`src/rtl/fifo_rdmode_pkg.sv`:
```
package fifo_rdmode_pkg;

   typedef enum logic {
      RD_STANDARD = 1'b0,
      RD_FALLTHRU = 1'b1
   } rd_mode_e;

   typedef struct packed {
      logic full;
      logic empty;
      logic afull;
      logic aempty;
      logic pfull;
      logic pempty;
   } lvl_flags_t;

endpackage

```
`src/rtl/fifo_rdmode_ctrl.sv`:
```
module fifo_rdmode_ctrl #(
   parameter int ADDR_W = 4
) (
   input  logic              clk,
   input  logic              rst,
   input  logic              wr_en,
   input  logic              rd_en,
   output logic              wr_acc,
   output logic              rd_acc,
   output logic [ADDR_W-1:0] wr_addr,
   output logic [ADDR_W-1:0] rd_addr,
   output logic [ADDR_W:0]   level,
   output logic              overflow,
   output logic              underflow
);
   localparam int PTR_W = ADDR_W + 1;
   localparam logic [PTR_W-1:0] DEPTH_V = PTR_W'(1 << ADDR_W);

   logic [PTR_W-1:0] wptr_q;
   logic [PTR_W-1:0] rptr_q;
   logic             is_full;
   logic             is_empty;

   assign level    = wptr_q - rptr_q;
   assign is_full  = (level == DEPTH_V);
   assign is_empty = (level == '0);
   assign wr_acc   = wr_en && !is_full;
   assign rd_acc   = rd_en && !is_empty;
   assign wr_addr  = wptr_q[ADDR_W-1:0];
   assign rd_addr  = rptr_q[ADDR_W-1:0];

   always_ff @(posedge clk) begin
      if (rst) begin
         wptr_q    <= '0;
         rptr_q    <= '0;
         overflow  <= 1'b0;
         underflow <= 1'b0;
      end else begin
         if (wr_acc) wptr_q <= wptr_q + 1'b1;
         if (rd_acc) rptr_q <= rptr_q + 1'b1;
         overflow  <= wr_en && is_full;
         underflow <= rd_en && is_empty;
      end
   end

   // the pointer difference never exceeds the depth
   assert_level_bound_R6: assert property (@(posedge clk) disable iff (rst)
      level <= DEPTH_V);

   // a refused write never raises the count
   assert_no_overflow_R4: assert property (@(posedge clk) disable iff (rst)
      (wr_en && is_full) |=> (level <= $past(level)));

   // a read on an empty buffer leaves the read pointer alone
   assert_no_underflow_R5: assert property (@(posedge clk) disable iff (rst)
      (rd_en && is_empty) |=> $stable(rptr_q));

   // matched read and write keep occupancy steady
   assert_rw_hold_R9: assert property (@(posedge clk) disable iff (rst)
      (wr_en && rd_en && !is_full && !is_empty) |=> $stable(level));

endmodule

```
`src/rtl/fifo_rdmode_store.sv`:
```
module fifo_rdmode_store #(
   parameter int DATA_W = 18,
   parameter int ADDR_W = 4
) (
   input  logic              clk,
   input  logic              wr_acc,
   input  logic [ADDR_W-1:0] wr_addr,
   input  logic [DATA_W-1:0] wr_data,
   input  logic [ADDR_W-1:0] rd_addr,
   output logic [DATA_W-1:0] head_word
);
   localparam int DEPTH = 1 << ADDR_W;

   logic [DATA_W-1:0] cells [DEPTH];

   for (genvar g = 0; g < DEPTH; g++) begin : g_cell
      always_ff @(posedge clk) begin
         if (wr_acc && (wr_addr == ADDR_W'(g))) cells[g] <= wr_data;
      end
   end

   assign head_word = cells[rd_addr];

endmodule

```
`src/rtl/fifo_rdmode_levels.sv`:
```
module fifo_rdmode_levels
   import fifo_rdmode_pkg::*;
#(
   parameter int ADDR_W     = 4,
   parameter int PFULL_LVL  = 8,
   parameter int PEMPTY_LVL = 2
) (
   input  logic [ADDR_W:0] level,
   output lvl_flags_t      flags
);
   localparam int PTR_W = ADDR_W + 1;
   localparam logic [PTR_W-1:0] DEPTH_V = PTR_W'(1 << ADDR_W);
   localparam logic [PTR_W-1:0] PF_V    = PTR_W'(PFULL_LVL);
   localparam logic [PTR_W-1:0] PE_V    = PTR_W'(PEMPTY_LVL);

   always_comb begin
      flags.full   = (level == DEPTH_V);
      flags.empty  = (level == '0);
      flags.afull  = (level == DEPTH_V - 1'b1);
      flags.aempty = (level == PTR_W'(1));
      flags.pfull  = (level >= PF_V);
      flags.pempty = (level <= PE_V);
   end

endmodule

```
`src/rtl/fifo_rdmode_rdout.sv`:
```
module fifo_rdmode_rdout
   import fifo_rdmode_pkg::*;
#(
   parameter int       DATA_W = 18,
   parameter int       ADDR_W = 4,
   parameter rd_mode_e MODE   = RD_STANDARD
) (
   input  logic              clk,
   input  logic              rst,
   input  logic              rd_acc,
   input  logic [ADDR_W:0]   level,
   input  logic [DATA_W-1:0] head_word,
   output logic [DATA_W-1:0] rd_data,
   output logic              rd_valid
);
   if (MODE == RD_STANDARD) begin : g_std
      logic [DATA_W-1:0] data_q;
      logic              vld_q;

      always_ff @(posedge clk) begin
         if (rst) begin
            data_q <= '0;
            vld_q  <= 1'b0;
         end else begin
            vld_q <= rd_acc;
            if (rd_acc) data_q <= head_word;
         end
      end

      assign rd_data  = data_q;
      assign rd_valid = vld_q;

      // a read is only accepted from stored data
      assert_std_src_R1: assert property (@(posedge clk) disable iff (rst)
         rd_acc |-> (level != '0));

      // output word is held between accepted reads
      assert_std_hold_R1: assert property (@(posedge clk) disable iff (rst)
         !rd_acc |=> $stable(rd_data));
   end else begin : g_fwft
      assign rd_data  = head_word;
      assign rd_valid = (level != '0);

      // a pop only happens while a word is being shown
      assert_fwft_pop_R3: assert property (@(posedge clk) disable iff (rst)
         rd_acc |-> rd_valid);
   end

endmodule

```
`src/rtl/fifo_rdmode.sv`:
```
module fifo_rdmode
   import fifo_rdmode_pkg::*;
#(
   parameter int       DATA_W     = 18,
   parameter int       ADDR_W     = 4,
   parameter rd_mode_e MODE       = RD_STANDARD,
   parameter int       PFULL_LVL  = (1 << ADDR_W) / 2,
   parameter int       PEMPTY_LVL = 2
) (
   input  logic              clk,
   input  logic              rst,
   input  logic              wr_en,
   input  logic [DATA_W-1:0] wr_data,
   input  logic              rd_en,
   output logic [DATA_W-1:0] rd_data,
   output logic              rd_valid,
   output logic              full,
   output logic              empty,
   output logic              almost_full,
   output logic              almost_empty,
   output logic              prog_full,
   output logic              prog_empty,
   output logic              overflow,
   output logic              underflow,
   output logic [ADDR_W:0]   level
);
   localparam int DEPTH = 1 << ADDR_W;

   if (DATA_W < 1) begin : g_bad_width
      $error("fifo_rdmode: DATA_W must be at least 1");
   end
   if (ADDR_W < 2 || ADDR_W > 12) begin : g_bad_addr
      $error("fifo_rdmode: ADDR_W must lie in 2..12");
   end
   if (PFULL_LVL < 1 || PFULL_LVL > DEPTH) begin : g_bad_pf
      $error("fifo_rdmode: PFULL_LVL must lie in 1..DEPTH");
   end
   if (PEMPTY_LVL < 0 || PEMPTY_LVL >= DEPTH) begin : g_bad_pe
      $error("fifo_rdmode: PEMPTY_LVL must lie in 0..DEPTH-1");
   end

   logic              wr_acc;
   logic              rd_acc;
   logic [ADDR_W-1:0] wr_addr;
   logic [ADDR_W-1:0] rd_addr;
   logic [DATA_W-1:0] head_word;
   lvl_flags_t        flags;

   fifo_rdmode_ctrl #(.ADDR_W(ADDR_W)) u_ctrl (
      .clk       (clk),
      .rst       (rst),
      .wr_en     (wr_en),
      .rd_en     (rd_en),
      .wr_acc    (wr_acc),
      .rd_acc    (rd_acc),
      .wr_addr   (wr_addr),
      .rd_addr   (rd_addr),
      .level     (level),
      .overflow  (overflow),
      .underflow (underflow)
   );

   fifo_rdmode_store #(.DATA_W(DATA_W), .ADDR_W(ADDR_W)) u_store (
      .clk       (clk),
      .wr_acc    (wr_acc),
      .wr_addr   (wr_addr),
      .wr_data   (wr_data),
      .rd_addr   (rd_addr),
      .head_word (head_word)
   );

   fifo_rdmode_levels #(
      .ADDR_W     (ADDR_W),
      .PFULL_LVL  (PFULL_LVL),
      .PEMPTY_LVL (PEMPTY_LVL)
   ) u_levels (
      .level (level),
      .flags (flags)
   );

   fifo_rdmode_rdout #(.DATA_W(DATA_W), .ADDR_W(ADDR_W), .MODE(MODE)) u_rdout (
      .clk       (clk),
      .rst       (rst),
      .rd_acc    (rd_acc),
      .level     (level),
      .head_word (head_word),
      .rd_data   (rd_data),
      .rd_valid  (rd_valid)
   );

   assign full         = flags.full;
   assign empty        = flags.empty;
   assign almost_full  = flags.afull;
   assign almost_empty = flags.aempty;
   assign prog_full    = flags.pfull;
   assign prog_empty   = flags.pempty;

   // the four boundary flags never overlap
   assert_flag_excl_R7: assert property (@(posedge clk) disable iff (rst)
      $onehot0({full, almost_full, empty, almost_empty}));

   // a refused read is followed by an underflow strobe
   assert_udf_strobe_R5: assert property (@(posedge clk) disable iff (rst)
      (rd_en && empty) |=> underflow);

   // a refused write is followed by an overflow strobe
   assert_ovf_strobe_R4: assert property (@(posedge clk) disable iff (rst)
      (wr_en && full) |=> overflow);

   // programmable full implies not empty
   assert_pfull_R8: assert property (@(posedge clk) disable iff (rst)
      prog_full |-> !empty);

   if (MODE == RD_STANDARD) begin : g_std_chk
      // accepted read gives a valid strobe next cycle
      assert_std_valid_R2: assert property (@(posedge clk) disable iff (rst)
         (rd_en && !empty) |=> rd_valid);
      // no read, no valid
      assert_std_novalid_R2: assert property (@(posedge clk) disable iff (rst)
         (!rd_en || empty) |=> !rd_valid);
   end else begin : g_fwft_chk
      // a word is shown whenever data is stored
      assert_fwft_valid_R3: assert property (@(posedge clk) disable iff (rst)
         rd_valid == !empty);
   end

endmodule

```
`config.mk`:
```
export PLATFORM = sky130hd
export DESIGN_NAME = fifo_rdmode
export DESIGN_NICKNAME = d
export VERILOG_FILES = /design/src/rtl/fifo_rdmode_pkg.sv /design/src/rtl/fifo_rdmode_ctrl.sv /design/src/rtl/fifo_rdmode_store.sv /design/src/rtl/fifo_rdmode_levels.sv /design/src/rtl/fifo_rdmode_rdout.sv /design/src/rtl/fifo_rdmode.sv
export SDC_FILE = /design/constraint.sdc
export NUM_CORES = 1
export LEC_CHECK = 0
export ABC_AREA = 0
export BUFFER_PORTS_ARGS = -buffer_cell sky130_fd_sc_hd__buf_2
export CORE_AREA = 2 2 147 257
export CTS_CLUSTER_DIAMETER = 100
export DETAILED_ROUTE_END_ITERATION = 8
export DIE_AREA = 0 0 149 259
export GPL_ROUTABILITY_DRIVEN = 0
export PLACE_DENSITY = 0.58
export SETUP_SLACK_MARGIN = 0.15
export SYNTH_ARGS = -nofsm -noshare
export SYNTH_HDL_FRONTEND = slang
export SYNTH_SLANG_ARGS = --single-unit
```
`constraint.sdc`:
```
create_clock -name clk -period 5.4 [get_ports clk]
set_input_delay 0 -clock clk [delete_from_list [all_inputs] [get_ports clk]]
set_output_delay 0 -clock clk [all_outputs]
set_load 0.1 [all_outputs]
```
==> qor.yml <==
worst_setup_path:
  critical_path_arrival_ps: 3660
  endpoint: "u_store.cells[11][10]$_DFFE_PP_"
  critical_path_class: "reg -> reg"
  rrSetupSlack_ps: 1900
  crit_fanout: 29
  reg2reg_depth: 10
  r2r-start: "u_ctrl.wptr_q[0]$_SDFFE_PP0P_"
  required_ps: 5570
  crit_path_start: "u_ctrl.wptr_q[0]$_SDFFE_PP0P_"
  cp-start-kind: "register"
  r2r-end: "u_store.cells[11][10]$_DFFE_PP_"
  endpoint_kind: "register"
power_and_ir_drop:
  total_power_mw: 7.56
  cellPowerDensity_nw_per_um2: 525
  peakVddDrop_v: 0.000370
  pwr-share-clk: 0.248
  swShare: 0.396
  p_comb_frac: 0.364
  leakage_nw: 4.58
  switchingPower_mw: 2.99
  power.share.sequential: 0.388
  p_int_mw: 4.57
finish:
  instances_no_fill: 1221
  seqCellArea_sq_um: 9280
  drive_above_1_share: 0.247
  area_growth_pct: 14.0
  multi_input_area_sq_um: 3100
  fillers: 3345
  design_area_sq_um: 14400
  layout_common_cells: "edfxtp_1, mux4_2, buf_2"
  antenna_cells: 0
  nNetsFinal: 760
  utilization: 0.394
  layout_commonest_cell: "edfxtp_1"
timing:
  setup_viol: 0
  fmax_mhz: 286
  slew_violations: 0
  finalClockSkew_ps: 11.0
  hold_violations: 0
  max_slew.worst_pin.slew_ps: 1010
  rsz0062_at_grt: "no"
  setup_slack_ps: 1900
  whs_ps: 336
  tns_ps: 0
  finalCritPeriodShare: 0.647
  slew_headroom: 0.329
  fin_crit_ps: 3500
cts:
  clk_path_buf_depth: 3
  clkTransAtPathRegs_ps: 70
  insertion_delay_ps: 550
  cts.sinks: 319
  cts_resized: 0
  root_buffer: "clkbuf_16"
  cts_tree: "built"
  cts_buffers: 27
  h-tree-depth: 1
logic_synthesis:
  syn_inst: 660
  yosys_register_bits: 319
  synth-edff-count: 288
  yosys_warnings: 0
  syn_area_sq_um: 12600
  syn-num-nets: 692
  synthArstFlopShare: 0
  seq_area_frac_synth: 0.734
  synth-main-ff-cell: "edfxtp_1"
  synth_cell_types: 41
  postSynthAreaPerCell_sq_um: 19.1
route:
  ant_nets: 0
  drtIter0Drc: 510
  drt_wl_total_microns: 30500
  first_pass_iters: 5
  vias: 6503
  wl_per_cell_microns: 25.0
  drc_errors: 0
  post_drt_via_cell_ratio: 5.33
floorplan:
  core_area_sq_um: 36500
  rows: 93
  start_util: 0.346
  die_h_microns: 259
  ioPinCount: 54
  die-area_sq_um: 38600
  dieWidth_microns: 149
place:
  dp_cells: 1153
  io_buffers: 53
  place_ws_ps: 1920
  hpwl_microns: 19200
  dpl_cell_area_sq_um: 13400
global_route:
  track_usage: 0.159
  grt_max_degree: 45
  grt_pass1_vias: 6593
  grt_overflow_total: 0
  grt_pass1_wl_microns: 44300
  grt_antenna_before_repair: 0
run_status:
  status: "finished clean"
worst_hold_path:
  worstHoldPathType: "in -> reg"
job:
  maxCapViolations: 0
==> sequential cells by signal, indices dropped and copies added, names as in the netlist <==
signal            flops
u_rdout.rd_valid      1
u_rdout.rd_data      18
u_ctrl.overflow       1
u_store.cells       288
u_ctrl.underflow      1
u_ctrl.wptr_q         5
u_ctrl.rptr_q         5
==> final cells by class <==
| type | instances | share of cell area |
|---|---|---|
| Inverter | 11 | 0.00287 |
| Clock inverter | 13 | 0.00835 |
| Timing Repair Buffer | 85 | 0.0388 |
| Clock buffer | 34 | 0.0488 |
| Sequential cell | 319 | 0.644 |
| Multi-Input combinational cell | 284 | 0.216 |
| Tap cell | 475 | 0.0413 |
==> critical path, cell delays in order, from the launching register on <==
cell	delay [ps]
dfxtp_1	350
inv_1	140
ha_1	170
inv_1	50
fa_1	400
nand3_1	120
a21boi_1	120
nor2_4	180
inv_2	240
a31oi_1	460
and2_1	860
==> per-layer routing <==
metal,track usage,up-vias,wire length [microns]
met5,0,-,0
met3,0.0188,49,1340
li1,-,2878,-
met2,0.261,189,15200
met4,0.0910,0,1720
met1,0.203,3387,12300
==> power by group through the flow <==
stage | Sequential [mW] | Combinational [mW] | Clock, mW
2_1_floorplan | 3.41 | 1.73 | 0
3_3_place_gp | 2.98 | 2.75 | 0
3_5_place_dp | 2.99 | 2.76 | 0
4_1_cts | 2.93 | 2.78 | 1.92
5_1_grt | 2.95 | 2.90 | 2.00
6_report | 2.93 | 2.75 | 1.87
==> cell usage after synthesis (all sizes together), types with 6 or more instances <==
cell	count	share of area
o311ai	23	0.016
nand2b	6	0.0030
nor2b	7	0.0035
buf	27	0.013
clkbuf	19	0.0057
a21oi	21	0.0083
nor3	7	0.0028
and3	13	0.0064
o2111ai	20	0.014
ha	9	0.0089
o22ai	36	0.018
nor2	32	0.010
dfxtp	31	0.049
mux2	7	0.0065
inv	11	0.0033
edfxtp	288	0.68
mux4	72	0.13
==> cell families (layout without fill, tap and decap cells) <==
group           after synthesis  in the layout  share of synthesized area
compound gates              108            108                     0.0614
simple gates                 83             83                     0.0339
xor+xnor                      3              3                    0.00268
flops                       319            319                      0.734
mux                          80             80                      0.136
fa+ha+maj                    10             10                     0.0105
buf+inv                      57            143                     0.0216
==> timing repair <==
item,CTS,global route
hold buffers,21,0
endpoints found under the hold margin,314,0
buffers inserted,0,0
==> worst min-delay path by stage <==
stage | from | end | slack [ps] | depth (start not counted)
final | wr_en | u_ctrl.overflow$_SDFF_PP0_ | 340 | 3
after global routing | wr_en | u_ctrl.overflow$_SDFF_PP0_ | 360 | 3
after CTS | wr_en | u_ctrl.overflow$_SDFF_PP0_ | 310 | 3
after detailed placement | wr_en | u_ctrl.overflow$_SDFF_PP0_ | 360 | 2
after global placement | wr_en | u_ctrl.overflow$_SDFF_PP0_ | 350 | 2
after floorplan | wr_data[0] | u_store.cells[0][0]$_DFFE_PP_ | 100 | 0
Power figures use the tool's default switching activity.
